File: config.mk
export PLATFORM = sky130hd
export DESIGN_NAME = f32_round_pack
export DESIGN_NICKNAME = d
export VERILOG_FILES = /design/src/rtl/f32rp_pkg.sv /design/src/rtl/f32rp_align.sv /design/src/rtl/f32rp_incr.sv /design/src/rtl/f32rp_pack.sv /design/src/rtl/f32_round_pack.sv
export SDC_FILE = /design/constraint.sdc
export NUM_CORES = 1
export LEC_CHECK = 0
export ABC_AREA = 1
export BUFFER_PORTS_ARGS = -buffer_cell sky130_fd_sc_hd__buf_2
export CAP_MARGIN = 20
export CORE_MARGIN = 2
export CORE_UTILIZATION = 35
export DETAILED_ROUTE_END_ITERATION = 8
export PLACE_DENSITY = 0.58
export SLEW_MARGIN = 30
export SYNTH_ARGS = -nofsm -noshare
export SYNTH_HDL_FRONTEND = slang
export SYNTH_HIERARCHICAL = 1
export SYNTH_SLANG_ARGS = --single-unit
File: constraint.sdc
create_clock -name vclk -period 30.7
set_input_delay 9.21 -clock vclk [all_inputs]
set_output_delay 9.21 -clock vclk [all_outputs]
set_load 0.01 [all_outputs]
File: src/rtl/f32rp_pkg.sv
package f32rp_pkg;
  localparam int EXP_W    = 8;
  localparam int FRAC_W   = 23;
  localparam int IN_EXP_W = 10;
  localparam int RM_W     = 5;

  // one-hot rounding-mode bit positions
  localparam int RM_EVEN = 0;
  localparam int RM_AWAY = 1;
  localparam int RM_POS  = 2;
  localparam int RM_NEG  = 3;
  localparam int RM_ZERO = 4;

  localparam int SIG_W  = FRAC_W + 1;
  localparam int MANT_W = SIG_W + 2;
  localparam int WORD_W = 1 + EXP_W + FRAC_W;
  localparam int BIAS   = (1 << (EXP_W - 1)) - 1;
endpackage

File: src/rtl/f32rp_align.sv
module f32rp_align
  import f32rp_pkg::*;
#(
  parameter int P_EXP_W    = EXP_W,
  parameter int P_FRAC_W   = FRAC_W,
  parameter int P_IN_EXP_W = IN_EXP_W
) (
  input  logic [P_IN_EXP_W-1:0]  exp_i,
  input  logic [P_FRAC_W+2:0]    mant_i,
  output logic [P_FRAC_W:0]      keep_o,
  output logic                   guard_o,
  output logic                   sticky_o,
  output logic [P_IN_EXP_W:0]    efield_o,
  output logic                   tiny_o,
  output logic                   zero_o
);
  localparam int L_SIG_W  = P_FRAC_W + 1;
  localparam int L_MANT_W = L_SIG_W + 2;
  localparam int L_BE_W   = P_IN_EXP_W + 2;
  localparam int L_EF_W   = L_BE_W - 1;
  localparam int L_BIAS   = (1 << (P_EXP_W - 1)) - 1;
  localparam int L_SH_W   = $clog2(L_MANT_W + 1);
  localparam int L_EXT_W  = 2 * L_MANT_W;

  logic signed [L_BE_W-1:0] exp_ext;
  logic signed [L_BE_W-1:0] bexp;
  logic        [L_BE_W-1:0] deficit;
  logic        [L_SH_W-1:0] shamt;
  logic                     below;

  always_comb begin
    exp_ext = {{(L_BE_W - P_IN_EXP_W){exp_i[P_IN_EXP_W-1]}}, exp_i};
    bexp    = exp_ext + L_BE_W'(L_BIAS);
    below   = bexp[L_BE_W-1] || (bexp == '0);
    deficit = L_BE_W'(1) - bexp;
    if (!below)
      shamt = '0;
    else if (deficit > L_BE_W'(L_MANT_W))
      shamt = L_SH_W'(L_MANT_W);
    else
      shamt = deficit[L_SH_W-1:0];
  end

  // logarithmic right shifter over a zero-padded window; nothing is lost
  // because the shift never exceeds the pad width
  logic [L_EXT_W-1:0] stage [0:L_SH_W];
  assign stage[0] = {mant_i, {L_MANT_W{1'b0}}};

  genvar gi;
  generate
    for (gi = 0; gi < L_SH_W; gi++) begin : g_shift
      assign stage[gi+1] = shamt[gi] ? (stage[gi] >> (1 << gi)) : stage[gi];
    end
  endgenerate

  logic [L_EXT_W-1:0] shifted;
  logic [L_BE_W-1:0]  ef_norm;

  always_comb begin
    shifted  = stage[L_SH_W];
    keep_o   = shifted[L_EXT_W-1 -: L_SIG_W];
    guard_o  = shifted[L_EXT_W-1-L_SIG_W];
    sticky_o = |shifted[L_EXT_W-2-L_SIG_W:0];
    zero_o   = (mant_i == '0);
    tiny_o   = below && !zero_o;
    ef_norm  = bexp - L_BE_W'(1);
    if (below || zero_o)
      efield_o = '0;
    else
      efield_o = ef_norm[L_EF_W-1:0];
  end

  logic unused_ok;
  assign unused_ok = ef_norm[L_BE_W-1];
endmodule

File: src/rtl/f32rp_incr.sv
module f32rp_incr
  import f32rp_pkg::*;
(
  input  logic [RM_W-1:0] rmode_i,
  input  logic            sign_i,
  input  logic            lsb_i,
  input  logic            guard_i,
  input  logic            sticky_i,
  output logic            inc_o,
  output logic            inexact_o
);
  logic lost;
  logic up_even, up_away, up_pos, up_neg;

  always_comb begin
    lost      = guard_i | sticky_i;
    up_even   = rmode_i[RM_EVEN] & guard_i & (sticky_i | lsb_i);
    up_away   = rmode_i[RM_AWAY] & guard_i;
    up_pos    = rmode_i[RM_POS]  & ~sign_i & lost;
    up_neg    = rmode_i[RM_NEG]  &  sign_i & lost;
    inc_o     = (up_even | up_away | up_pos | up_neg) & ~rmode_i[RM_ZERO];
    inexact_o = lost;
  end
endmodule

File: src/rtl/f32rp_pack.sv
module f32rp_pack
  import f32rp_pkg::*;
#(
  parameter int P_EXP_W    = EXP_W,
  parameter int P_FRAC_W   = FRAC_W,
  parameter int P_IN_EXP_W = IN_EXP_W
) (
  input  logic                            sign_i,
  input  logic [P_IN_EXP_W:0]             efield_i,
  input  logic [P_FRAC_W:0]               keep_i,
  input  logic                            inc_i,
  input  logic                            inexact_i,
  input  logic                            tiny_i,
  input  logic [RM_W-1:0]                 rmode_i,
  input  logic                            bypass_i,
  input  logic [P_EXP_W+P_FRAC_W:0]       bypass_val_i,
  output logic [P_EXP_W+P_FRAC_W:0]       result_o,
  output logic                            ovf_o,
  output logic                            unf_o,
  output logic                            inx_o
);
  localparam int L_EF_W   = P_IN_EXP_W + 1;
  localparam int L_SUM_W  = L_EF_W + P_FRAC_W;
  localparam int L_WORD_W = 1 + P_EXP_W + P_FRAC_W;
  localparam int L_EMAX   = (1 << P_EXP_W) - 1;

  logic [L_SUM_W-1:0]  sum;
  logic [L_EF_W-1:0]   sum_exp;
  logic                over;
  logic                to_inf;
  logic [L_WORD_W-1:0] sat_word;
  logic [L_WORD_W-1:0] fin_word;

  always_comb begin
    // exponent field and significand share one adder so a fraction carry
    // lands in the exponent, including subnormal to normal and max to inf
    sum     = {efield_i, {P_FRAC_W{1'b0}}}
            + L_SUM_W'(keep_i)
            + L_SUM_W'(inc_i);
    sum_exp = sum[L_SUM_W-1:P_FRAC_W];
    over    = (sum_exp >= L_EF_W'(L_EMAX));

    to_inf  = (rmode_i[RM_EVEN] | rmode_i[RM_AWAY]
            | (rmode_i[RM_POS] & ~sign_i)
            | (rmode_i[RM_NEG] &  sign_i)) & ~rmode_i[RM_ZERO];

    if (to_inf)
      sat_word = {sign_i, {P_EXP_W{1'b1}}, {P_FRAC_W{1'b0}}};
    else
      sat_word = {sign_i, {(P_EXP_W-1){1'b1}}, 1'b0, {P_FRAC_W{1'b1}}};

    fin_word = {sign_i, sum[P_EXP_W+P_FRAC_W-1:0]};

    if (bypass_i) begin
      result_o = bypass_val_i;
      ovf_o    = 1'b0;
      unf_o    = 1'b0;
      inx_o    = 1'b0;
    end else if (over) begin
      result_o = sat_word;
      ovf_o    = 1'b1;
      unf_o    = 1'b0;
      inx_o    = 1'b1;
    end else begin
      result_o = fin_word;
      ovf_o    = 1'b0;
      unf_o    = tiny_i & inexact_i;
      inx_o    = inexact_i;
    end
  end
endmodule

File: src/rtl/f32_round_pack.sv
module f32_round_pack
  import f32rp_pkg::*;
(
  input  logic                sign_i,
  input  logic [IN_EXP_W-1:0] exp_i,
  input  logic [MANT_W-1:0]   mant_i,
  input  logic [RM_W-1:0]     rmode_i,
  input  logic                bypass_i,
  input  logic [WORD_W-1:0]   bypass_val_i,
  output logic [WORD_W-1:0]   result_o,
  output logic                ovf_o,
  output logic                unf_o,
  output logic                inx_o
);
  logic [SIG_W-1:0]  keep;
  logic              guard, sticky, tiny, is_zero;
  logic [IN_EXP_W:0] efield;
  logic              inc, inexact;

  f32rp_align #(
    .P_EXP_W(EXP_W), .P_FRAC_W(FRAC_W), .P_IN_EXP_W(IN_EXP_W)
  ) u_align (
    .exp_i    (exp_i),
    .mant_i   (mant_i),
    .keep_o   (keep),
    .guard_o  (guard),
    .sticky_o (sticky),
    .efield_o (efield),
    .tiny_o   (tiny),
    .zero_o   (is_zero)
  );

  f32rp_incr u_incr (
    .rmode_i   (rmode_i),
    .sign_i    (sign_i),
    .lsb_i     (keep[0]),
    .guard_i   (guard),
    .sticky_i  (sticky),
    .inc_o     (inc),
    .inexact_o (inexact)
  );

  f32rp_pack #(
    .P_EXP_W(EXP_W), .P_FRAC_W(FRAC_W), .P_IN_EXP_W(IN_EXP_W)
  ) u_pack (
    .sign_i       (sign_i),
    .efield_i     (efield),
    .keep_i       (keep),
    .inc_i        (inc),
    .inexact_i    (inexact),
    .tiny_i       (tiny),
    .rmode_i      (rmode_i),
    .bypass_i     (bypass_i),
    .bypass_val_i (bypass_val_i),
    .result_o     (result_o),
    .ovf_o        (ovf_o),
    .unf_o        (unf_o),
    .inx_o        (inx_o)
  );

  logic unused_ok;
  assign unused_ok = is_zero;
endmodule

==> results of run 1 <==
worst paths after layout:
check	startpoint	endpoint	slack (ns)	cells past startpoint
max	exp_i[0]	result_o[8]	5.42	47
min	bypass_val_i[18]	result_o[18]	18.70	4
where the power goes:
| part | switching [mW] | leakage (nW) | total [mW] | internal [mW] |
|---|---|---|---|---|
| Sequential | 0 | 0 | 0 | 0 |
| Combinational | 0.0535 | 2.81 | 0.0812 | 0.0277 |
| Clock | 0 | 0 | 0 | 0 |
| Total | 0.0535 | 2.81 | 0.0812 | 0.0277 |
metrics by stage:
stage	util, %	setup WS [ns]
6_report	39.7	5.42
2_1_floorplan	-	7.46
3_3_place_gp	39.7	5.60
3_5_place_dp	39.7	5.46
4_1_cts	39.7	5.45
5_1_grt	39.7	4.70
metal layers:
layer,GRT usage (%),vias to the layer above,share of wire (%)
li1,-,3218,-
met1,28.5,2594,48
met2,34.2,168,46
met3,0.951,4,5.7
met4,1.10,0,0.44
met5,0,-,0
logic make-up (layout without fill, tap and decap cells):
kind of cell | count (synthesis) | in the layout | share of synthesized area [%]
buffers and inverters | 123 | 196 | 12.1
adders and majority gates | 10 | 10 | 2.68
xor gates and xnor gates | 27 | 27 | 5.06
AOI/OAI and AO/OA | 52 | 52 | 6.45
and+or+nand+nor | 740 | 740 | 73.7
worst min-delay path, cell delays in order:
cell                      delay, ns
sky130_fd_sc_hd__buf_2         0.07
sky130_fd_sc_hd__nand2_1       0.04
sky130_fd_sc_hd__nand2_1       0.05
sky130_fd_sc_hd__buf_2         0.11
cell usage in the layout (no fill, tap or decap), types with 4 or more instances in the layout:
master / instances
sky130_fd_sc_hd__nand2_1: 357
sky130_fd_sc_hd__ha_1: 10
sky130_fd_sc_hd__nand3_1: 178
sky130_fd_sc_hd__nand3b_1: 5
sky130_fd_sc_hd__xor2_1: 20
sky130_fd_sc_hd__nand2_2: 41
sky130_fd_sc_hd__nor2_4: 12
sky130_fd_sc_hd__nor4_1: 6
sky130_fd_sc_hd__o21ai_0: 17
sky130_fd_sc_hd__nand3_2: 7
sky130_fd_sc_hd__inv_1: 75
sky130_fd_sc_hd__o22ai_1: 4
sky130_fd_sc_hd__o31ai_1: 5
sky130_fd_sc_hd__xnor2_1: 7
sky130_fd_sc_hd__nor3_1: 9
sky130_fd_sc_hd__inv_2: 8
sky130_fd_sc_hd__nand4_1: 14
sky130_fd_sc_hd__buf_2: 110
sky130_fd_sc_hd__nor2_1: 91
sky130_fd_sc_hd__nor2_2: 9
sky130_fd_sc_hd__a21oi_1: 17
layout make-up:
type	count	area (µm²)	share of cell area (%)
inverters	85	324	6.22
multi-input cells	829	4110	78.9
well taps	176	220	4.22
repair buffers	111	558	10.7
==> impl_table.tex, run 1 <==
\begin{tabular}{lr}
\hline
Metric & Value \\
\hline
\multicolumn{2}{l}{\textbf{Critical path}} \\
Endpoint kind of the worst setup timing path & output pin \\
Dominant cell type by count on the critical path & sky130\_fd\_sc\_hd\_\_nand2\_1 \\
CP max stage cell & sky130\_fd\_sc\_hd\_\_nand2\_1 \\
Max stage delay on crit path & 0.70 ns \\
Type of element launching the critical path & input pin \\
Critical path peak fanout & 30 \\
Kind of cell adding the most delay to the critical path & simple AND/OR/NAND/NOR gates \\
Total buffers and inverters traversed by the critical path & 7 \\
Startpoint-to-endpoint class of the critical path & input pin to output pin \\
Arr. time, crit path & 16.07 ns \\
Required time of the critical path & 21.49 ns \\
\multicolumn{2}{l}{\textbf{Synth}} \\
Share of the yosys chip area belonging to registers & 0\% \\
Combined area of all synthesized cells & 0.00468 mm² \\
Library cell with the largest summed area after synthesis & sky130\_fd\_sc\_hd\_\_nand2\_1 \\
Dominant cells by area after synthesis & sky130\_fd\_sc\_hd\_\_nand2\_1 (29\%), sky130\_fd\_sc\_hd\_\_nand3\_1 (19\%), sky130\_fd\_sc\_hd\_\_nor2\_1 (7.3\%) \\
Post-Syn Area per Cell & 4.91 µm² \\
Total nets after synthesis & 1037 \\
Most numerous cell in the Yosys netlist & sky130\_fd\_sc\_hd\_\_nand2\_1 \\
Number of warning messages in the yosys log & 6 \\
Top cell types by occurrence after synthesis & sky130\_fd\_sc\_hd\_\_nand2\_1 (357), sky130\_fd\_sc\_hd\_\_nand3\_1 (178), sky130\_fd\_sc\_hd\_\_nor2\_1 (91) \\
Synthesized instance count & 952 \\
Area fraction of the dominant cell type after synthesis & 28.7\% \\
Number of distinct library cell variants in the gate-level netlist after synthesis & 40 \\
\multicolumn{2}{l}{\textbf{Placement}} \\
Standard cell area after detailed placement & 0.00521 mm² \\
Routability cong. & 0.939 \\
Placed cell count & 1201 \\
Half-perimeter wire length after placement & 12100 µm \\
IO Port Bufs & 110 \\
\multicolumn{2}{l}{\textbf{Pwr}} \\
Total power per unit cell area & 15.6 mW/mm² \\
Leakage & 2.81 nW \\
Post-route total power & 81.2 µW \\
VDD IR-drop max & 0.00646 mV \\
\multicolumn{2}{l}{\textbf{Worst hold path}} \\
Worst hold path type & input pin to output pin \\
\multicolumn{2}{l}{\textbf{Clock network}} \\
Post-CTS setup-driven buffer insertion count & 0 \\
CTS hold repair buffers & 0 \\
Number of gates given a new drive strength after cts & 0 \\
\multicolumn{2}{l}{\textbf{STA}} \\
Fmax & 0.0396 GHz \\
Total setup violations reported at the end of the flow & 0 \\
Slew margin rel. & 37.0\% \\
Measured slew at the worst slew-check pin & 0.943 ns \\
Count of final hold-check violations & 0 \\
Number of pins exceeding their max-slew limit in the final report & 0 \\
Part of the cycle the worst path needs & 82.4\% \\
Final critical path time including I/O delays and setup & 25.28 ns \\
Hold WS & 18.70 ns \\
Fin Setup TNS & 0 ns \\
RSZ-0062 raised after global routing & no \\
\multicolumn{2}{l}{\textbf{Final layout}} \\
Area overhead of the layout relative to synthesis & 11.5\% \\
Filler Cell Count & 1544 \\
Finished Cell Area & 0.00521 mm² \\
Number of diodes & 0 \\
Area used by sequential logic in the layout & 0 µm² \\
Final-layout clock buffer total & 0 \\
Final Net Count & 1112 \\
Share of cells above drive strength 1 & 19.5\% \\
Sequential cell count & 0 \\
Non-filler instance count after layout & 1201 \\
\multicolumn{2}{l}{\textbf{Detailed routing}} \\
Total number of vias & 5984 \\
Number of DRC markers in iteration 0 & 407 \\
DRC violations left & 0 \\
Number of detailed-routing iterations run before antenna repair & 5 \\
Final antenna-violating net count & 0 \\
Wire length per cell & 12.1 µm \\
Routed wire length & 14600 µm \\
Routed vias/inst & 4.98 \\
\multicolumn{2}{l}{\textbf{Floorplanning}} \\
Number of top-level pins & 110 \\
DIE AREA & 0.0143 mm² \\
Count of standard-cell rows & 42 \\
Die Height & 120 µm \\
Core Region & 0.0131 mm² \\
Die width & 120 µm \\
Starting utilization of the core area & 35.6\% \\
\multicolumn{2}{l}{\textbf{Global route}} \\
Via count of the first global-routing pass & 5317 \\
Maximum number of pins on one net before global-route repair & 39 \\
First-pass GRT wire length & 24500 µm \\
Congestion Overflow GR & 0 \\
Number of antenna violations at the first check in global routing & 0 \\
GRT Resource Usage Total & 19.8\% \\
\multicolumn{2}{l}{\textbf{Run}} \\
Number of max-cap violations & 0 \\
\multicolumn{2}{l}{\textbf{Status}} \\
Result of the run & completed \\
\hline
\end{tabular}
No activity file was read; power rests on OpenSTA's default activity.
==> run 2: changes to the inputs <==
--- a/config.mk
+++ b/config.mk
@@ -11,7 +11,7 @@
 export CORE_MARGIN = 2
 export CORE_UTILIZATION = 35
 export DETAILED_ROUTE_END_ITERATION = 8
-export PLACE_DENSITY = 0.58
+export PLACE_DENSITY = 0.6
 export SLEW_MARGIN = 30
 export SYNTH_ARGS = -nofsm -noshare
 export SYNTH_HDL_FRONTEND = slang
==> constraint.sdc (replaced) <==
create_clock -name vclk -period 21
set_input_delay 6.3 -clock vclk [all_inputs]
set_output_delay 6.3 -clock vclk [all_outputs]
set_load 0.01 [all_outputs]
==> run 2 against run 1 <==
Net effect:
- design area is the same
- die area unchanged
- via count grew 1.6%
- non-clock buffer count did not move
==> impl_table.tex, run 2 (same netlist as run 1, synthesis figures left out) <==
\begin{tabular}{lr}
\hline
Metric & Value \\
\hline
\multicolumn{2}{l}{\textbf{STA}} \\
Measured slew at the worst slew-check pin & 0.915 ns \\
Final critical path time including I/O delays and setup & 19.44 ns \\
Part of the cycle the worst path needs & 92.6\% \\
Fmax & 0.0514 GHz \\
Total setup violations reported at the end of the flow & 0 \\
Count of final hold-check violations & 0 \\
Fin Setup TNS & 0 ns \\
Slew margin rel. & 38.8\% \\
RSZ-0062 raised after global routing & no \\
Number of pins exceeding their max-slew limit in the final report & 0 \\
\multicolumn{2}{l}{\textbf{Floorplanning}} \\
Die width & 120 µm \\
Starting utilization of the core area & 35.6\% \\
Core Region & 0.0131 mm² \\
Count of standard-cell rows & 42 \\
Die Height & 120 µm \\
DIE AREA & 0.0143 mm² \\
Number of top-level pins & 110 \\
\multicolumn{2}{l}{\textbf{Global route}} \\
Number of antenna violations at the first check in global routing & 0 \\
First-pass GRT wire length & 24700 µm \\
Congestion Overflow GR & 0 \\
Maximum number of pins on one net before global-route repair & 32 \\
Via count of the first global-routing pass & 5399 \\
GRT Resource Usage Total & 20.0\% \\
\multicolumn{2}{l}{\textbf{Final layout}} \\
Sequential cell count & 0 \\
Number of diodes & 0 \\
Commonest cells after routing, fill and taps aside & sky130\_fd\_sc\_hd\_\_nand2\_1 (357), sky130\_fd\_sc\_hd\_\_nand3\_1 (178), sky130\_fd\_sc\_hd\_\_buf\_2 (110) \\
Final-layout clock buffer total & 0 \\
Most frequent standard cell in the layout excluding fill and tap cells & sky130\_fd\_sc\_hd\_\_nand2\_1 \\
Final Net Count & 1112 \\
Filler Cell Count & 1542 \\
Share of cells above drive strength 1 & 19.5\% \\
Finished Cell Area & 0.00521 mm² \\
Area overhead of the layout relative to synthesis & 11.5\% \\
Area used by sequential logic in the layout & 0 µm² \\
\multicolumn{2}{l}{\textbf{Detailed routing}} \\
Final antenna-violating net count & 0 \\
Total number of vias & 6080 \\
DRC violations left & 0 \\
Routed wire length & 14600 µm \\
Number of detailed-routing iterations run before antenna repair & 8 \\
Routed vias/inst & 5.06 \\
Number of DRC markers in iteration 0 & 482 \\
Wire length per cell & 12.2 µm \\
\multicolumn{2}{l}{\textbf{Critical path}} \\
Max stage delay on crit path & 0.68 ns \\
Endpoint kind of the worst setup timing path & output pin \\
Critical path peak fanout & 30 \\
Dominant cell type by count on the critical path & sky130\_fd\_sc\_hd\_\_nand2\_1 \\
Startpoint-to-endpoint class of the critical path & input pin to output pin \\
Required time of the critical path & 14.70 ns \\
Arr. time, crit path & 13.14 ns \\
CP max stage cell & sky130\_fd\_sc\_hd\_\_nand2\_1 \\
Type of element launching the critical path & input pin \\
\multicolumn{2}{l}{\textbf{Placement}} \\
Routability cong. & 0.919 \\
Half-perimeter wire length after placement & 12200 µm \\
Standard cell area after detailed placement & 0.00521 mm² \\
IO Port Bufs & 110 \\
\multicolumn{2}{l}{\textbf{Clock network}} \\
Number of gates given a new drive strength after cts & 0 \\
Post-CTS setup-driven buffer insertion count & 0 \\
CTS hold repair buffers & 0 \\
\multicolumn{2}{l}{\textbf{Pwr}} \\
Leakage & 2.81 nW \\
Total power per unit cell area & 22.8 mW/mm² \\
VDD IR-drop max & 0.0103 mV \\
Post-route total power & 119 µW \\
\multicolumn{2}{l}{\textbf{Status}} \\
Result of the run & completed \\
\multicolumn{2}{l}{\textbf{Worst hold path}} \\
Worst hold path type & input pin to output pin \\
\multicolumn{2}{l}{\textbf{Run}} \\
Number of max-cap violations & 0 \\
\hline
\end{tabular}
## run 2: cell counts in the layout (fill, tap and decap cells not counted)
Identical to the previous run, type by type.
## run 2: report_power, final
group          internal [mW]  switching [mW]
sequential                 0               0
clock                      0               0
combinational         0.0406          0.0785
total                 0.0406          0.0785
## run 2: cell type report
| class | instances | area (µm²) | share of cell area (%) |
|---|---|---|---|
| multi-input combinational | 829 | 4110 | 78.9 |
| timing repair buffer | 111 | 558 | 10.7 |
| inverter | 85 | 324 | 6.22 |
| tap | 176 | 220 | 4.22 |
## run 2: final timing paths
path / to / from / slack [ns] / cells past startpoint
min: result_o[18] / bypass_val_i[18] / 12.88 / 4
max: result_o[3] / exp_i[0] / 1.56 / 47
## run 2: through the flow
step                hold slack [ns]  worst slack (ns)  cells  util [%]
floorplan                     12.72              3.58    952         -
global placement              12.88              1.69   1201      39.7
detailed placement            12.88              1.58   1201      39.7
CTS                           12.88              1.58   1201      39.7
global route                  12.90             0.650   1201      39.7
finish                        12.88              1.56   1201      39.7
## run 2: per-layer routing
layer,vias to the layer above,GRT usage (%),wire length (µm)
li1,3218,-,-
met1,2667,28.9,6970
met2,185,34.1,6760
met3,10,0.475,809
met4,0,2.21,95
met5,-,0,0
## run 2: critical path, delay by kind of cell
family,cells,cell delay [ns]
fa+ha+maj,4,1.10
compound gates,4,0.66
simple gates,32,3.91
buf+inv,7,1.14
